File: src/rtl/ptp_tod_pkg.sv
package ptp_tod_pkg;
  localparam int ADDR_W = 8;

  localparam logic [7:0] A_CTRL   = 8'h80;
  localparam logic [7:0] A_EVT    = 8'h84;
  localparam logic [7:0] A_MASK   = 8'h88;
  localparam logic [7:0] A_CNT_LO = 8'h98;
  localparam logic [7:0] A_CNT_HI = 8'h9C;
  localparam logic [7:0] A_FRAC   = 8'hA0;
  localparam logic [7:0] A_OFF_LO = 8'hB0;
  localparam logic [7:0] A_OFF_HI = 8'hB4;
  localparam int         A_ALM0   = 'hB8;
  localparam int         ALM_STEP = 8;
  localparam logic [7:0] A_NOW_LO = 8'hF0;
  localparam logic [7:0] A_NOW_HI = 8'hF4;

  localparam int CTRL_EN_BIT  = 2;
  localparam int CTRL_INT_LSB = 16;
  localparam logic [31:0] CTRL_WMASK = 32'h13FF_8007;
  localparam int EVT_LSB = 16;
endpackage

File: src/rtl/ptp_tod_count.sv
module ptp_tod_count #(
  parameter int CNT_W  = 64,
  parameter int INT_W  = 10,
  parameter int FRAC_W = 32
) (
  input  logic             clk,
  input  logic             rst_n,
  input  logic             en,
  input  logic [INT_W-1:0] per_int,
  input  logic [FRAC_W-1:0] frac,
  input  logic             load,
  input  logic [CNT_W-1:0] load_val,
  output logic [CNT_W-1:0] cnt
);
  logic [FRAC_W-1:0] acc_q;
  logic [FRAC_W:0]   acc_sum;

  assign acc_sum = {1'b0, acc_q} + {1'b0, frac};

  always_ff @(posedge clk) begin
    if (!rst_n) begin
      acc_q <= '0;
      cnt   <= '0;
    end else if (load) begin
      cnt <= load_val;
    end else if (en) begin
      acc_q <= acc_sum[FRAC_W-1:0];
      cnt   <= cnt + CNT_W'(per_int) + CNT_W'(acc_sum[FRAC_W]);
    end
  end
endmodule

File: src/rtl/ptp_tod_alarm.sv
module ptp_tod_alarm #(
  parameter int DW = 32
) (
  input  logic          clk,
  input  logic          rst_n,
  input  logic [2*DW-1:0] now,
  input  logic          wr_lo,
  input  logic          wr_hi,
  input  logic [DW-1:0] wdata,
  input  logic          clr,
  output logic [2*DW-1:0] val,
  output logic          armed,
  output logic          evt
);
  logic fire;

  assign fire = armed && (now >= val);

  always_ff @(posedge clk) begin
    if (!rst_n) begin
      val   <= '1;
      armed <= 1'b0;
      evt   <= 1'b0;
    end else begin
      if (wr_lo) val[DW-1:0]    <= wdata;
      if (wr_hi) val[2*DW-1:DW] <= wdata;
      if (wr_hi)     armed <= 1'b1;
      else if (fire) armed <= 1'b0;
      if (fire)      evt <= 1'b1;
      else if (clr)  evt <= 1'b0;
    end
  end
endmodule

File: src/rtl/ptp_tod_regs.sv
module ptp_tod_regs
  import ptp_tod_pkg::*;
#(
  parameter int DW       = 32,
  parameter int INT_W    = 10,
  parameter int N_ALM    = 2,
  parameter int DEF_INT  = 3,
  parameter int DEF_FRAC = 12
) (
  input  logic                        clk,
  input  logic                        rst_n,
  input  logic                        req_valid,
  input  logic                        req_write,
  input  logic [ADDR_W-1:0]           req_addr,
  input  logic [DW-1:0]               req_wdata,
  input  logic [2*DW-1:0]             raw_cnt,
  input  logic [2*DW-1:0]             now,
  input  logic [N_ALM-1:0][2*DW-1:0]  alm_val,
  input  logic [N_ALM-1:0]            evt,
  output logic                        tmr_en,
  output logic [INT_W-1:0]            per_act,
  output logic [DW-1:0]               frac,
  output logic [2*DW-1:0]             offset,
  output logic                        cnt_load,
  output logic [2*DW-1:0]             cnt_load_val,
  output logic [N_ALM-1:0]            alm_wr_lo,
  output logic [N_ALM-1:0]            alm_wr_hi,
  output logic [N_ALM-1:0]            evt_clr,
  output logic [N_ALM-1:0]            mask,
  output logic                        rsp_valid,
  output logic [DW-1:0]               rsp_rdata
);
  localparam logic [DW-1:0] CTRL_RST = DW'(DEF_INT) << CTRL_INT_LSB;

  logic          wr, rd;
  logic [DW-1:0] ctrl_q, cnt_stage, snap_cnt, snap_now, rdata;

  assign wr = req_valid && req_write;
  assign rd = req_valid && !req_write;

  assign tmr_en       = ctrl_q[CTRL_EN_BIT];
  assign cnt_load     = wr && (req_addr == A_CNT_HI);
  assign cnt_load_val = {req_wdata, cnt_stage};

  for (genvar g = 0; g < N_ALM; g++) begin : g_strobe
    assign alm_wr_lo[g] = wr && (req_addr == ADDR_W'(A_ALM0 + ALM_STEP * g));
    assign alm_wr_hi[g] = wr && (req_addr == ADDR_W'(A_ALM0 + ALM_STEP * g + 4));
    assign evt_clr[g]   = wr && (req_addr == A_EVT) && req_wdata[EVT_LSB + g];
  end

  always_ff @(posedge clk) begin
    if (!rst_n) begin
      ctrl_q    <= CTRL_RST;
      per_act   <= INT_W'(DEF_INT);
      frac      <= DW'(DEF_FRAC);
      offset    <= '0;
      cnt_stage <= '0;
      mask      <= '0;
    end else if (wr) begin
      case (req_addr)
        A_CTRL:   ctrl_q <= req_wdata & CTRL_WMASK;
        A_FRAC: begin
          frac    <= req_wdata;
          per_act <= ctrl_q[CTRL_INT_LSB +: INT_W];
        end
        A_OFF_LO: offset[DW-1:0]    <= req_wdata;
        A_OFF_HI: offset[2*DW-1:DW] <= req_wdata;
        A_CNT_LO: cnt_stage <= req_wdata;
        A_MASK:   mask <= req_wdata[EVT_LSB +: N_ALM];
        default: ;
      endcase
    end
  end

  always_ff @(posedge clk) begin
    if (!rst_n) begin
      snap_cnt <= '0;
      snap_now <= '0;
    end else if (rd) begin
      if (req_addr == A_CNT_LO) snap_cnt <= raw_cnt[2*DW-1:DW];
      if (req_addr == A_NOW_LO) snap_now <= now[2*DW-1:DW];
    end
  end

  always_comb begin
    rdata = '0;
    case (req_addr)
      A_CTRL:   rdata = ctrl_q;
      A_EVT:    rdata = DW'(evt) << EVT_LSB;
      A_MASK:   rdata = DW'(mask) << EVT_LSB;
      A_CNT_LO: rdata = raw_cnt[DW-1:0];
      A_CNT_HI: rdata = snap_cnt;
      A_FRAC:   rdata = frac;
      A_OFF_LO: rdata = offset[DW-1:0];
      A_OFF_HI: rdata = offset[2*DW-1:DW];
      A_NOW_LO: rdata = now[DW-1:0];
      A_NOW_HI: rdata = snap_now;
      default:  rdata = '0;
    endcase
    for (int i = 0; i < N_ALM; i++) begin
      if (req_addr == ADDR_W'(A_ALM0 + ALM_STEP * i))     rdata = alm_val[i][DW-1:0];
      if (req_addr == ADDR_W'(A_ALM0 + ALM_STEP * i + 4)) rdata = alm_val[i][2*DW-1:DW];
    end
  end

  always_ff @(posedge clk) begin
    if (!rst_n) begin
      rsp_valid <= 1'b0;
      rsp_rdata <= '0;
    end else begin
      rsp_valid <= rd;
      if (rd) rsp_rdata <= rdata;
    end
  end
endmodule

File: src/rtl/ptp_tod_clock.sv
module ptp_tod_clock
  import ptp_tod_pkg::*;
#(
  parameter int DATA_W   = 32,
  parameter int INT_W    = 10,
  parameter int N_ALM    = 2,
  parameter int DEF_INT  = 3,
  parameter int DEF_FRAC = 12
) (
  input  logic              clk,
  input  logic              rst_n,
  input  logic              req_valid,
  output logic              req_ready,
  input  logic              req_write,
  input  logic [7:0]        req_addr,
  input  logic [DATA_W-1:0] req_wdata,
  output logic              rsp_valid,
  output logic [DATA_W-1:0] rsp_rdata,
  output logic              irq
);
  localparam int CNT_W = 2 * DATA_W;

  logic                          tmr_en, cnt_load;
  logic [INT_W-1:0]              per_act;
  logic [DATA_W-1:0]             frac;
  logic [CNT_W-1:0]              offset, cnt_load_val, raw_cnt, now;
  logic [N_ALM-1:0][CNT_W-1:0]   alm_val;
  logic [N_ALM-1:0]              alm_wr_lo, alm_wr_hi, evt_clr, mask_bits, evt_bits, alm_armed;

  assign req_ready = 1'b1;
  assign now       = raw_cnt + offset;
  assign irq       = |(evt_bits & mask_bits);

  ptp_tod_regs #(
    .DW(DATA_W), .INT_W(INT_W), .N_ALM(N_ALM), .DEF_INT(DEF_INT), .DEF_FRAC(DEF_FRAC)
  ) u_regs (
    .clk(clk), .rst_n(rst_n),
    .req_valid(req_valid), .req_write(req_write), .req_addr(req_addr), .req_wdata(req_wdata),
    .raw_cnt(raw_cnt), .now(now), .alm_val(alm_val), .evt(evt_bits),
    .tmr_en(tmr_en), .per_act(per_act), .frac(frac), .offset(offset),
    .cnt_load(cnt_load), .cnt_load_val(cnt_load_val),
    .alm_wr_lo(alm_wr_lo), .alm_wr_hi(alm_wr_hi), .evt_clr(evt_clr), .mask(mask_bits),
    .rsp_valid(rsp_valid), .rsp_rdata(rsp_rdata)
  );

  ptp_tod_count #(.CNT_W(CNT_W), .INT_W(INT_W), .FRAC_W(DATA_W)) u_count (
    .clk(clk), .rst_n(rst_n), .en(tmr_en), .per_int(per_act), .frac(frac),
    .load(cnt_load), .load_val(cnt_load_val), .cnt(raw_cnt)
  );

  for (genvar g = 0; g < N_ALM; g++) begin : g_alm
    ptp_tod_alarm #(.DW(DATA_W)) u_alarm (
      .clk(clk), .rst_n(rst_n), .now(now),
      .wr_lo(alm_wr_lo[g]), .wr_hi(alm_wr_hi[g]), .wdata(req_wdata), .clr(evt_clr[g]),
      .val(alm_val[g]), .armed(alm_armed[g]), .evt(evt_bits[g])
    );
  end
endmodule

File: config.mk
export PLATFORM = sky130hd
export DESIGN_NAME = ptp_tod_clock
export DESIGN_NICKNAME = d
export VERILOG_FILES = /design/src/rtl/ptp_tod_pkg.sv /design/src/rtl/ptp_tod_count.sv /design/src/rtl/ptp_tod_alarm.sv /design/src/rtl/ptp_tod_regs.sv /design/src/rtl/ptp_tod_clock.sv
export SDC_FILE = /design/constraint.sdc
export NUM_CORES = 1
export LEC_CHECK = 0
export CORE_UTILIZATION = 40
export CTS_CLUSTER_DIAMETER = 80
export DETAILED_ROUTE_END_ITERATION = 16
export DONT_BUFFER_PORTS = 1
export PLACE_DENSITY_LB_ADDON = 0.15
export SLEW_MARGIN = 20
export SYNTH_ARGS = -nofsm -noshare
export SYNTH_HDL_FRONTEND = slang
export SYNTH_SLANG_ARGS = --single-unit
File: constraint.sdc
create_clock -name clk -period 5.39 [get_ports clk]
set_input_delay 1.078 -clock clk [delete_from_list [all_inputs] [get_ports clk]]
set_output_delay 1.078 -clock clk [all_outputs]
set_load 0.01 [all_outputs]
==> reports/qor.tcl <==
set qor(critPathMaxStageDelay_ns) 0.39
set qor(netlist_top_cells_area) {sky130_fd_sc_hd__dfxtp_1, sky130_fd_sc_hd__ha_1, sky130_fd_sc_hd__nand2_1}
set qor(cts-htree-levels) 2
set qor(post-route-period-util) 0.956
set qor(tightest_slew_ns) 0.997
set qor(min_path_type) {reg2reg}
set qor(fin_worst_skew_ns) 0.0202
set qor(most_instantiated_cells_after_synthesis) {sky130_fd_sc_hd__nand2_1, sky130_fd_sc_hd__dfxtp_1, sky130_fd_sc_hd__a21oi_1, sky130_fd_sc_hd__clkbuf_1, sky130_fd_sc_hd__ha_1}
set qor(drive_above_1_share) 0.0920
set qor(clk_pin_slew_worst_paths_ns) 0.06
set qor(route.antenna.remaining_nets) 0
set qor(synth_edf_count) 0
set qor(path_common_cell) {sky130_fd_sc_hd__a21o_1}
set qor(die_width_um) 270
set qor(grtUsageTotal) 0.317
set qor(grt_max_degree) 240
set qor(timing.rr.start) {u_regs.frac[14]$_SDFFE_PN0P_}
set qor(tritoncts) {done}
set qor(yosysSeqAreaShare) 0.335
set qor(clkSinkCount) 480
set qor(max_freq_ghz) 0.194
set qor(drt_wl_total_um) 120000
set qor(worst_slew_slack_as_a_fraction_of_its_limit) 0.333
set qor(avgViaCountPerCell) 6.03
set qor(finish.net_count) 3931
set qor(synthesis.yosys.warnings) 0
set qor(timing.critical_path.required_ns) 5.94
set qor(total_gr_overflow) 0
set qor(category_of_the_critical_setup_timing_path) {reg2reg}
set qor(timing.max_cap.violations) 0
set qor(timing.final.hold_violations) 0
set qor(root_buffer) {sky130_fd_sc_hd__clkbuf_16}
set qor(groute.layer.met3.usage) 0.0384
set qor(synth-async-reset-ratio) 0
set qor(synth_top_area_share) 0.335
set qor(core_area_um2) 70500
set qor(share_seq_of_total_power) 0.454
set qor(insertion_delay_ns) 0.64
set qor(pwr_density_cell_nw_per_um2) 243
set qor(worstPathMaxFanout) 5
set qor(p_switching_uw) 1760
set qor(synth.cell_area_um2) 28700
set qor(groute.layer.met2.usage) 0.513
set qor(die_h_um) 270
set qor(grt.met1_usage) 0.407
set qor(detailedPlacementHpwl_um) 89100
set qor(antenna_found_initial) 0
set qor(fraction_of_power_consumed_by_combinational_cells) 0.016
set qor(status) {finished clean}
set qor(synthToLayoutAreaGrowth_pct) 13.3
set qor(critPathArrivalTime_ns) 5.70
set qor(drc) 0
set qor(first_iter_violations) 2911
set qor(report.final.slew_viol_count) 0
set qor(synth.lib_cells_used.distinct) 91
set qor(synthesis.area_per_instance_um2) 7.78
set qor(worstSetupEndpointType) {flop}
set qor(dieArea_um2) 72700
set qor(wire_per_inst_um) 25.9
set qor(std_cell_rows) 97
set qor(path_cells) {ha_1 > nand3_2 > or3_4 > or2_4 > o2111ai_4 > a21oi_2 > a21o_1 > o211a_1 > o31a_1 > buf_4 > fa_2 > inv_2 > fa_2 > a21o_1 > a21oi_1 > o21ai_1 > a21o_1 > nand3_4 > a2111oi_4 > buf_4 > clkbuf_16 > nand3_1 > xor2_1 > a211oi_2}
set qor(cp-startpoint) {u_regs.frac[14]$_SDFFE_PN0P_}
set qor(place.port_buffers) 0
set qor(cts_buffer_depth) 3
set qor(total_leakage_power_uw) 0.0142
set qor(most_instantiated_library_cell_after_synthesis) {sky130_fd_sc_hd__nand2_1}
set qor(synth.net_count) 3962
set qor(place.gp.congestion) 1.02
set qor(busiest_layer) {met2}
set qor(grt_pass1_wl_um) 173000
set qor(synthDominantAreaCellType) {sky130_fd_sc_hd__dfxtp_1}
set qor(grt_pass1_vias) 25716
set qor(power_switching_share) 0.223
set qor(dr_total_vias) 27940
set qor(num_io_pins) 79
set qor(intPower_uw) 6140
set qor(number_of_fill_cells) 7109
set qor(first_pass_iters) 7
set qor(worst_slack_on_hold_paths_ns) 0.452
set qor(total_power_uw) 7900
set qor(max-vdd-ir-drop_v) 0.000274
set qor(post_synth_inst_count) 3682
set qor(antenna_cells_inserted) 0
set qor(timing.critical_path.slowest_stage_cell) {sky130_fd_sc_hd__a2111oi_4}
set qor(cts_inserted_buffers) 56
set qor(hold_sp) {g_alm[0].u_alarm.armed$_SDFFE_PN0P_}
set qor(timing.final.setup_violations) 0
set qor(starting_density_of_the_core) 0.406
set qor(period_minus_slack_ns) 5.15
set qor(worst_setup_path_start_kind) {flop}
set qor(synth_seq_cells) 480
set qor(share_clk_of_total_power) 0.530
set qor(ys.flop_type) {sky130_fd_sc_hd__dfxtp_1}
## metal layers
| metal | share of wire | vias up |
|---|---|---|
| li1 | - | 13202 |
| met1 | 0.42 | 13305 |
| met2 | 0.45 | 1152 |
| met3 | 0.068 | 281 |
| met4 | 0.063 | 0 |
| met5 | 0 | - |
## cell type report
type                            instances  area (µm²)  share of cell area
Clock buffer                           80        1640              0.0506
Clock inverter                         22         347              0.0107
Inverter                              178         676              0.0208
Multi-Input combinational cell       2762       17700               0.544
Sequential cell                       480        9610               0.296
Tap cell                              940        1180              0.0362
Timing Repair Buffer                  173        1360              0.0419
## timing repair
action | CTS | global route
endpoints found under the hold margin | 0 | 0
buffers inserted | 0 | 6
resized for setup | 1 | 31
cloned | 0 | 2
pin swaps | 0 | 13
hold buffers | 0 | 0
setup endpoints to repair | 1 | 58
## kinds of logic after synthesis
family | count (synthesis) | synth area share
compound gates | 1194 | 0.276
xor+xnor | 133 | 0.0406
fa+ha+maj | 236 | 0.104
buf+inv | 441 | 0.0584
flops | 480 | 0.335
mux | 4 | 0.00140
other cells | 1 | 0.000131
simple gates | 1193 | 0.184
## worst max-delay path: cells and delay by family, from the launching register on
| family | cells | cell delay (ns) |
|---|---|---|
| fa+ha+maj | 3 | 0.85 |
| compound gates | 11 | 2.25 |
| simple gates | 5 | 0.94 |
| buf+inv | 4 | 0.55 |
| flops | 1 | 0.32 |
| xor+xnor | 1 | 0.17 |
## placed cells by master (no fill, tap or decap), drive strengths merged, types with 7 or more instances in the layout
master,Yosys,layout
nand2,718,718
dfxtp,480,480
a21oi,414,414
ha,232,232
inv,178,180
buf,21,171
o211ai,162,162
o21ai,158,158
nor2,133,133
a21o,93,93
nand3,89,89
xnor2,85,85
clkbuf,242,82
a211oi,69,69
nand4,63,63
a221oi,61,61
xor2,48,48
nor3,34,34
and3,30,30
a22oi,28,28
a22o,27,27
or3,23,23
a31oi,20,20
nand2b,19,19
nor2b,16,16
o21bai,15,15
o21a,15,15
a311oi,15,15
a222oi,15,15
and2,15,15
o2bb2ai,11,11
clkinv,0,11
nor4,11,11
or2,10,10
and4,10,10
a211o,9,9
bufinv,0,9
o221ai,7,7
or4,7,7
a21boi,7,7
## power by group through the flow
| stage | clock [µW] | combinational (µW) | sequential [µW] |
|---|---|---|---|
| floorplan | 0 | 135 | 3660 |
| global placement | 0 | 129 | 3660 |
| detailed placement | 0 | 129 | 3660 |
| CTS | 4240 | 130 | 3580 |
| global route | 4380 | 140 | 3580 |
| finish | 4190 | 130 | 3580 |
## flip-flops by register name (all words and copies together) (netlist names)
register             flops
g_alm.u_alarm.armed      2
g_alm.u_alarm.evt        2
g_alm.u_alarm.val      128
u_count.acc_q           32
u_count.cnt             64
u_regs.cnt_stage        32
u_regs.ctrl_q           15
u_regs.frac             32
u_regs.mask              2
u_regs.offset           64
u_regs.per_act          10
u_regs.rsp_rdata        32
u_regs.rsp_valid         1
u_regs.snap_cnt         32
u_regs.snap_now         32
## through the flow
stage               setup TNS (ns)  area (µm²)  worst slack (ns)  utilization  instances
CTS                              0       32200            0.0319        0.457       4628
global placement                 0       30200            0.0948        0.429       4526
floorplan                        0       28700             0.561            -       3682
finish                           0       32500             0.238        0.460       4635
global route                -0.269       32500           -0.0597        0.460       4635
detailed placement               0       30200           0.00204        0.429       4526
## path summary, 6_finish.rpt
path | slack, ns | end | depth (start not counted)
setup / recovery | 0.24 | u_count.cnt[46]$_SDFFE_PN0P_ | 24
hold / removal | 0.45 | g_alm[0].u_alarm.armed$_SDFFE_PN0P_ | 2
setup reg to reg | 0.24 | u_count.cnt[46]$_SDFFE_PN0P_ | 24
hold reg to reg | 0.45 | g_alm[0].u_alarm.armed$_SDFFE_PN0P_ | 2
(Power assumes the default switching activity.)
